**config.mk**
```make
export PLATFORM = sky130hd
export DESIGN_NAME = uart_mp_filter
export DESIGN_NICKNAME = d
export VERILOG_FILES = /design/src/rtl/mpf_pkg.sv /design/src/rtl/mpf_reg.sv /design/src/rtl/mpf_match.sv /design/src/rtl/mpf_gate.sv /design/src/rtl/uart_mp_filter.sv
export SDC_FILE = /design/constraint.sdc
export NUM_CORES = 1
export LEC_CHECK = 0
export BUFFER_PORTS_ARGS = -buffer_cell sky130_fd_sc_hd__buf_4
export CAP_MARGIN = 20
export CORE_MARGIN = 1
export CORE_UTILIZATION = 41
export DETAILED_ROUTE_END_ITERATION = 6
export PLACE_DENSITY = 0.78
export SYNTH_ARGS = -nofsm -noshare
export SYNTH_HDL_FRONTEND = slang
export SYNTH_SLANG_ARGS = --single-unit
```
**constraint.sdc**
```tcl
create_clock -name clk -period 1.35 [get_ports clk]
set_input_delay 0.135 -clock clk [delete_from_list [all_inputs] [get_ports clk]]
set_output_delay 0.135 -clock clk [all_outputs]
set_load 0.02 [all_outputs]
```
**src/rtl/mpf_pkg.sv**
```systemverilog
// Package: shared types and helpers for the multiprocessor address filter.
// Assumes 2-bit serial mode encoding where 0 means the shift-register mode.
package mpf_pkg;

    typedef enum logic [1:0] {
        SER_SHIFT   = 2'b00,
        SER_8BIT    = 2'b01,
        SER_9BIT_FX = 2'b10,
        SER_9BIT_VR = 2'b11
    } ser_mode_e;

    // True when the given mode allows address filtering.
    function automatic logic mode_filters(input logic [1:0] m);
        return m != SER_SHIFT;
    endfunction

endpackage

```
**src/rtl/mpf_reg.sv**
```systemverilog
// Module: mpf_reg
// A W-bit holding register with load strobe, cleared to zero by a
// synchronous active-low reset. Assumes a single clock domain.
module mpf_reg #(
    parameter int W = 8
) (
    input  logic         clk,
    input  logic         rst_n,
    input  logic         we,
    input  logic [W-1:0] wd,
    output logic [W-1:0] q
);

    // Hold value; load on strobe; clear on reset.
    always_ff @(posedge clk) begin
        if (!rst_n)
            q <= '0;
        else if (we)
            q <= wd;
    end

endmodule

```
**src/rtl/mpf_match.sv**
```systemverilog
// Module: mpf_match
// Pure comparator: masked individual-address match and broadcast match
// where zero bits of the broadcast value are don't-care. Combinational.
module mpf_match #(
    parameter int W = 8
) (
    input  logic [W-1:0] own_addr,
    input  logic [W-1:0] own_mask,
    input  logic [W-1:0] cand,
    output logic         hit_indiv,
    output logic         hit_bcast
);

    localparam int LAST = W - 1;

    logic [W-1:0] bcast;
    logic [W-1:0] indiv_eq;
    logic [W-1:0] bcast_ok;

    // Broadcast value is the union of address and mask bits.
    always_comb bcast = own_addr | own_mask;

    // Per-bit compare: generated for every address bit.
    for (genvar b = 0; b <= LAST; b++) begin : g_bit
        assign indiv_eq[b] = !own_mask[b] || (own_addr[b] == cand[b]);
        assign bcast_ok[b] = !bcast[b] || cand[b];
    end

    // Reduce per-bit results into the two match flags.
    always_comb begin
        hit_indiv = &indiv_eq;
        hit_bcast = &bcast_ok;
    end

endmodule

```
**src/rtl/mpf_gate.sv**
```systemverilog
// Module: mpf_gate
// Decides whether a completed reception raises the receive flag.
// Assumes rx_done is a one-cycle strobe from the receiver.
module mpf_gate
    import mpf_pkg::*;
(
    input  logic       rx_done,
    input  logic [1:0] ser_mode,
    input  logic       multi_en,
    input  logic       rx_bit9,
    input  logic       hit_indiv,
    input  logic       hit_bcast,
    output logic       ri_set
);

    logic filtering;
    logic addr_ok;

    // Filter only when the mode allows it and multiprocessor mode is on.
    always_comb begin
        filtering = mode_filters(ser_mode) && multi_en;
        addr_ok   = rx_bit9 && (hit_indiv || hit_bcast);
        ri_set    = rx_done && (!filtering || addr_ok);
    end

endmodule

```
**src/rtl/uart_mp_filter.sv**
```systemverilog
// Module: uart_mp_filter (top)
// Holds the given address and mask and filters receive completions in
// multiprocessor mode. Output pulse is combinational from rx_done.
// Assumes synchronous active-low reset and one clock domain.
module uart_mp_filter #(
    parameter int W      = 8,
    parameter int MODE_W = 2
) (
    input  logic              clk,
    input  logic              rst_n,
    input  logic              addr_we,
    input  logic [W-1:0]      addr_wd,
    input  logic              mask_we,
    input  logic [W-1:0]      mask_wd,
    input  logic [MODE_W-1:0] ser_mode,
    input  logic              multi_en,
    input  logic              rx_done,
    input  logic [W-1:0]      rx_data,
    input  logic              rx_bit9,
    output logic [W-1:0]      given_addr,
    output logic [W-1:0]      addr_mask,
    output logic              ri_set
);

    logic hit_indiv;
    logic hit_bcast;

    mpf_reg #(.W(W)) u_addr (
        .clk(clk), .rst_n(rst_n), .we(addr_we), .wd(addr_wd), .q(given_addr)
    );

    mpf_reg #(.W(W)) u_mask (
        .clk(clk), .rst_n(rst_n), .we(mask_we), .wd(mask_wd), .q(addr_mask)
    );

    mpf_match #(.W(W)) u_match (
        .own_addr(given_addr), .own_mask(addr_mask), .cand(rx_data),
        .hit_indiv(hit_indiv), .hit_bcast(hit_bcast)
    );

    mpf_gate u_gate (
        .rx_done(rx_done), .ser_mode(ser_mode[1:0]), .multi_en(multi_en),
        .rx_bit9(rx_bit9), .hit_indiv(hit_indiv), .hit_bcast(hit_bcast),
        .ri_set(ri_set)
    );

endmodule

```
==> flow_metrics.env, run 1 <==
export IMPL_syn2layout_area_growth_pct=62.2
export IMPL_pwr_share_seq=0.455
export IMPL_wl_per_cell_um=13.2
export IMPL_critPathKind="reg -> out"
export IMPL_synthArstFlopShare=0
export IMPL_yosysTopAreaCell="dfxtp_1"
export IMPL_ys_top_cells_by_area="dfxtp_1 (40%), mux2i_1 (20%), nor2b_1 (13%)"
export IMPL_clkPwrFrac=0.273
export IMPL_insertion_delay_ns=0.29
export IMPL_io_buffers=49
export IMPL_synth_top_cell_area_share=0.404
export IMPL_dr_pass1_iters=4
export IMPL_p_total_mw=1.17
export IMPL_setup_violations=1
export IMPL_hp_class="in -> reg"
export IMPL_wl_um=2130
export IMPL_fin_util=0.728
export IMPL_power_density_nw_per_um2=907
export IMPL_clockBufferDepth=2
export IMPL_seq_area_frac_synth=0.404
export IMPL_first_iter_violations=4
export IMPL_cts_root_buf="clkbuf_4"
export IMPL_gp_congestion=0.810
export IMPL_startpoint_type="flop"
export IMPL_combPwrFrac=0.272
export IMPL_skew_ns=0
export IMPL_antenna_found_initial=0
export IMPL_switching_power_mw=0.317
export IMPL_layout_min_cycle_time_ns=1.63
export IMPL_clk_pin_slew_ns=0.10
export IMPL_rr_startpoint="u_addr.q[2]"
export IMPL_synth_commonest_cells="dfxtp_1 (16), mux2i_1 (16), nor2b_1 (16)"
export IMPL_hold_depth=3
export IMPL_grt_setup_unrepaired="yes"
export IMPL_fmax_ghz=0.612
export IMPL_status="finished with violations"
export IMPL_die_width_um=46.0
export IMPL_relSlewSlack=0.826
export IMPL_grt_max_degree=17
export IMPL_cts_tree="yes"
export IMPL_swShare=0.272
export IMPL_numCtsBuffers=3
export IMPL_p_int_mw=0.849
export IMPL_violations="setup timing"
export IMPL_ys_flop_type="dfxtp_1"
export IMPL_synth_nets=112
export IMPL_chipHeight_um=46.0
export IMPL_r2r_end="u_addr.q[2]"
export IMPL_slowest_delay_ns=0.35
export IMPL_grt_pass1_vias=758
export IMPL_dpl_worst_slack_ns=0.00274
export IMPL_track_usage=0.223
export IMPL_p_leak_nw=0.644
export IMPL_clock_sinks=16
export IMPL_place_hpwl_um=1590
export IMPL_setup_ws_ns=-0.284
export IMPL_design_die_area_um2=2110
export IMPL_vias=791
export IMPL_ir_drop_mv=0.676
export IMPL_r2r_cells=3
export IMPL_syn_avg_cell_area_um2=10.0
export IMPL_syn_cell_area_um2=792
export IMPL_finalCritPeriodShare=1.21
export IMPL_viasPerCell=4.91
export IMPL_arrival_ns=1.50
export IMPL_yosysWarnings=0
export IMPL_hold_end="u_addr.q[3]"
export IMPL_worstHoldStart="addr_wd[3]"
export IMPL_worst_ep_required_time_ns=1.22
export IMPL_rrSetupSlack_ns=0.59
export IMPL_nNetsFinal=170
export IMPL_holdBufCountCts=0
export IMPL_ys_ff_latch=16
export IMPL_slew_viol_final=0
export IMPL_num_io_pins=50
export IMPL_start_util=0.449
export IMPL_maxCapViolCount=0
export IMPL_synth_edf_count=0
export IMPL_drive_gt1_frac=0.507
export IMPL_crit_chain="xor2_1 -> a22oi_1 -> and4_1 -> o31a_1 -> buf_6"
export IMPL_cp_slowest_cell="dfxtp_2"
export IMPL_drc_errors=0
export IMPL_core_um2=1760
export IMPL_critical_path_peak_fanout=4
export IMPL_overflow=0
export IMPL_synth_cell_types=16
export IMPL_rows=15
export IMPL_cp_end_kind="output pin"
export IMPL_syn_inst=79
export IMPL_grt_pass1_wl_um=3240
export IMPL_htreeDepth=1
export IMPL_hold_viol=0
export IMPL_insertedDiodeCount=0
export IMPL_worst_slew_pin_slew_ns=0.258
export IMPL_ant_nets=0
-- metal layers --
| metal | share of wire | track usage |
|---|---|---|
| met5 | 0 | 0 |
| met4 | 0.0056 | 0.0529 |
| met3 | 0.060 | 0.0913 |
| met2 | 0.53 | 0.397 |
| met1 | 0.41 | 0.243 |
-- through the flow --
stage | cell area, um^2 | setup TNS [ns] | hold slack, ns | cells
2_1_floorplan | 800 | 0 | 0.263 | 79
3_3_place_gp | 1210 | 0 | 0.389 | 153
3_5_place_dp | 1210 | 0 | 0.399 | 153
4_1_cts | 1280 | -0.245 | 0.0951 | 161
5_1_grt | 1280 | -0.388 | 0.0859 | 161
6_report | 1280 | -0.284 | 0.101 | 161
-- registers in the layout, indices dropped and copies added (netlist names) --
signal    flops
u_mask.q      8
u_addr.q      8
-- area by class of cell --
| class | count | area (um^2) |
|---|---|---|
| well taps | 25 | 31.3 |
| repair buffers | 56 | 424 |
| multi-input cells | 60 | 463 |
| clock buffers | 4 | 36.3 |
| flip-flops and latches | 16 | 330 |
| fillers | 153 | 479 |
-- power by group through the flow --
stage	combinational (mW)	sequential, mW	clock (mW)
global route	0.345	0.534	0.349
floorplan	0.114	0.574	0
global placement	0.294	0.541	0
finish	0.317	0.530	0.319
detailed placement	0.298	0.543	0
CTS	0.313	0.530	0.325
-- placed cells by master (no fill, tap or decap), drive strengths merged --
cell type and count:
nor3 1, buf 56, clkbuf 4, and4 1, mux2i 16, o21bai 3, o21ai 1, xor2 8
o21a 1, o22ai 2, nor2b 16, a22oi 4, nor2 5, dfxtp 16, o2111ai 1, o31a 1
-- logic make-up after synthesis --
| logic type | after synthesis | share of synthesized area |
|---|---|---|
| simple gates | 23 | 0.167 |
| flops | 16 | 0.404 |
| xor+xnor | 8 | 0.0885 |
| buf+inv | 3 | 0.0174 |
| compound gates | 13 | 0.120 |
| mux | 16 | 0.202 |
-- critical path: cells and delay by family, from the launching register on --
family          cells  cell delay (ns)
flops               1             0.35
buf+inv             1             0.12
xor+xnor            1             0.14
compound gates      2             0.38
simple gates        1             0.23
-- worst max path at each step --
stage                start  endpoint  depth (start not counted)
4_1_cts        u_addr.q[4]    ri_set                          5
5_1_grt        u_addr.q[5]    ri_set                          5
3_5_place_dp   u_addr.q[4]    ri_set                          5
2_1_floorplan  u_addr.q[4]    ri_set                          4
3_3_place_gp   u_addr.q[4]    ri_set                          5
6_report       u_addr.q[4]    ri_set                          5
-- repair_timing --
action | 4_1_cts | 5_1_grt
endpoints found under the setup margin | 1 | 1
gates cloned | 0 | 0
pin swaps | 5 | 0
resized for setup | 3 | 1
setup buffers | 4 | 0
Note: power is estimated with default switching activity, not from simulation.
==> run 2: changes to the inputs <==
==> constraint.sdc (replaced) <==
create_clock -name clk -period 1.35 [get_ports clk]
set_input_delay 0.135 -clock clk [delete_from_list [all_inputs] [get_ports clk]]
set_output_delay 0.135 -clock clk [all_outputs]
set_load 0.1 [all_outputs]
==> run 2 against run 1 <==
Effect of this change:
- the flow still finishes with violations (setup timing)
- clock skew unchanged
- design area is 8.0% higher
- sequential power decreased by 3%
- critical path depth did not move
- core utilization grew 5.8 points
- global-route usage is 1.3 points lower
- sequential share of layout area grew 1.7 points
- hold slack improved by 0.0032 ns
==> flow_metrics.env, run 2 (synthesized netlist as in run 1, its figures left out) <==
export IMPL_status="finished with violations"
export IMPL_violations="setup timing"
export IMPL_hold_viol=0
export IMPL_rrSetupSlack_ns=0.56
export IMPL_grt_pass1_wl_um=3180
export IMPL_swShare=0.387
export IMPL_dpl_worst_slack_ns=-0.118
export IMPL_final_common_cell="buf_4"
export IMPL_clock_sinks=16
export IMPL_place_hpwl_um=1660
export IMPL_syn2layout_area_growth_pct=75.2
export IMPL_vias=792
export IMPL_setup_violations=1
export IMPL_worst_slew_pin_slew_ns=0.282
export IMPL_critPathKind="reg -> out"
export IMPL_antenna_found_initial=0
export IMPL_wl_um=2100
export IMPL_rr_startpoint="u_addr.q[1]"
export IMPL_drive_gt1_frac=0.585
export IMPL_r2r_cells=3
export IMPL_final_setup_tns_ns=-0.342
export IMPL_p_leak_nw=0.685
export IMPL_r2r_end="u_addr.q[1]"
export IMPL_p_int_mw=0.800
export IMPL_wl_per_cell_um=12.6
export IMPL_finalCritPeriodShare=1.25
export IMPL_top_regs="u_addr.q x8, u_mask.q x8"
export IMPL_hold_depth=3
export IMPL_dr_pass1_iters=3
export IMPL_track_usage=0.210
export IMPL_viasPerCell=4.74
export IMPL_chipHeight_um=46.0
export IMPL_grt_max_degree=17
export IMPL_insertedDiodeCount=0
export IMPL_layout_min_cycle_time_ns=1.69
export IMPL_hold_end="u_mask.q[7]"
export IMPL_slew_viol_final=0
export IMPL_clk_pin_slew_ns=0.10
export IMPL_cts_tree="yes"
export IMPL_worstHoldStart="mask_wd[7]"
export IMPL_num_io_pins=50
export IMPL_setup_ws_ns=-0.342
export IMPL_numCtsBuffers=3
export IMPL_start_util=0.449
export IMPL_arrival_ns=1.56
export IMPL_overflow=0
export IMPL_ir_drop_mv=0.676
export IMPL_combPwrFrac=0.410
export IMPL_layout_common_cells="buf_4 (61), mux2i_1 (16), nor2b_1 (16), dfxtp_4 (16), xor2_1 (8)"
export IMPL_cts_root_buf="clkbuf_4"
export IMPL_design_die_area_um2=2110
export IMPL_hp_class="in -> reg"
export IMPL_relSlewSlack=0.814
export IMPL_first_iter_violations=3
export IMPL_core_um2=1760
export IMPL_maxCapViolCount=0
export IMPL_gp_congestion=0.760
export IMPL_io_buffers=49
export IMPL_pwr_share_seq=0.394
export IMPL_grt_setup_unrepaired="yes"
export IMPL_critical_path_peak_fanout=3
export IMPL_skew_ns=0
export IMPL_cp_end_kind="output pin"
export IMPL_clkPwrFrac=0.196
export IMPL_clockBufferDepth=2
export IMPL_switching_power_mw=0.504
export IMPL_fmax_ghz=0.591
export IMPL_insertion_delay_ns=0.28
export IMPL_htreeDepth=1
export IMPL_startpoint_type="flop"
export IMPL_nNetsFinal=176
export IMPL_ant_nets=0
export IMPL_drc_errors=0
export IMPL_worst_ep_required_time_ns=1.22
export IMPL_rows=15
export IMPL_grt_pass1_vias=758
export IMPL_power_density_nw_per_um2=940
export IMPL_die_width_um=46.0
-- run 2: what timing repair did --
| action | 4_1_cts | 5_1_grt |
|---|---|---|
| pin swaps | 4 | 3 |
| setup endpoints to repair | 1 | 1 |
| gates resized for setup | 3 | 1 |
| buffers inserted | 1 | 0 |
| hold buffers | 0 | 0 |
-- run 2: per-layer routing --
layer / GRT usage / wire (um) / part of all wire / vias up
li1: - / - / - / 403
met1: 0.258 / 880 / 0.42 / 366
met2: 0.377 / 1100 / 0.53 / 21
met3: 0.0278 / 101 / 0.048 / 2
met4: 0.0529 / 13 / 0.0062 / 0
met5: 0 / 0 / 0 / -
-- run 2: layout make-up --
cell class	count	area, um^2
Clock buffer	3	22.5
Sequential cell	16	380
Fill cell	139	377
Clock inverter	1	3.75
Timing Repair Buffer	62	478
Multi-Input combinational cell	60	472
Tap cell	25	31.3
-- run 2: how the worst max path moves through the flow --
| stage | to | cells after the start | slack, ns | start |
|---|---|---|---|---|
| final | ri_set | 5 | -0.34 | u_addr.q[2] |
| after global placement | ri_set | 5 | -0.09 | u_mask.q[2] |
| after detailed placement | ri_set | 5 | -0.12 | u_addr.q[3] |
| after floorplan | ri_set | 4 | -0.18 | u_addr.q[4] |
| after global routing | ri_set | 5 | -0.38 | u_addr.q[2] |
| after CTS | ri_set | 5 | -0.33 | u_addr.q[3] |
-- run 2: worst max-delay path, cell delays in order (launching register included) --
cell and delay (ns):
dfxtp_4 0.36, xor2_1 0.16, a22oi_1 0.10, and4_1 0.20, o31a_4 0.28, buf_12 0.17
-- run 2: through the flow --
| step | total power [mW] | cells | util | instance area [um^2] | hold WS [ns] |
|---|---|---|---|---|---|
| after global routing | 1.37 | 167 | 0.787 | 1390 | 0.101 |
| after detailed placement | 1.05 | 162 | 0.757 | 1340 | 0.399 |
| after global placement | 1.04 | 162 | 0.757 | 1340 | 0.387 |
| after floorplan | 0.871 | 79 | - | 861 | 0.262 |
| final | 1.30 | 167 | 0.787 | 1390 | 0.104 |
| after CTS | 1.31 | 167 | 0.784 | 1380 | 0.108 |
-- run 2: power groups by stage --
| stage | Clock, mW | Combinational, mW | Sequential, mW |
|---|---|---|---|
| finish | 0.256 | 0.535 | 0.514 |
| global placement | 0 | 0.514 | 0.524 |
| CTS | 0.259 | 0.535 | 0.514 |
| floorplan | 0 | 0.139 | 0.731 |
| global route | 0.286 | 0.562 | 0.518 |
| detailed placement | 0 | 0.521 | 0.525 |
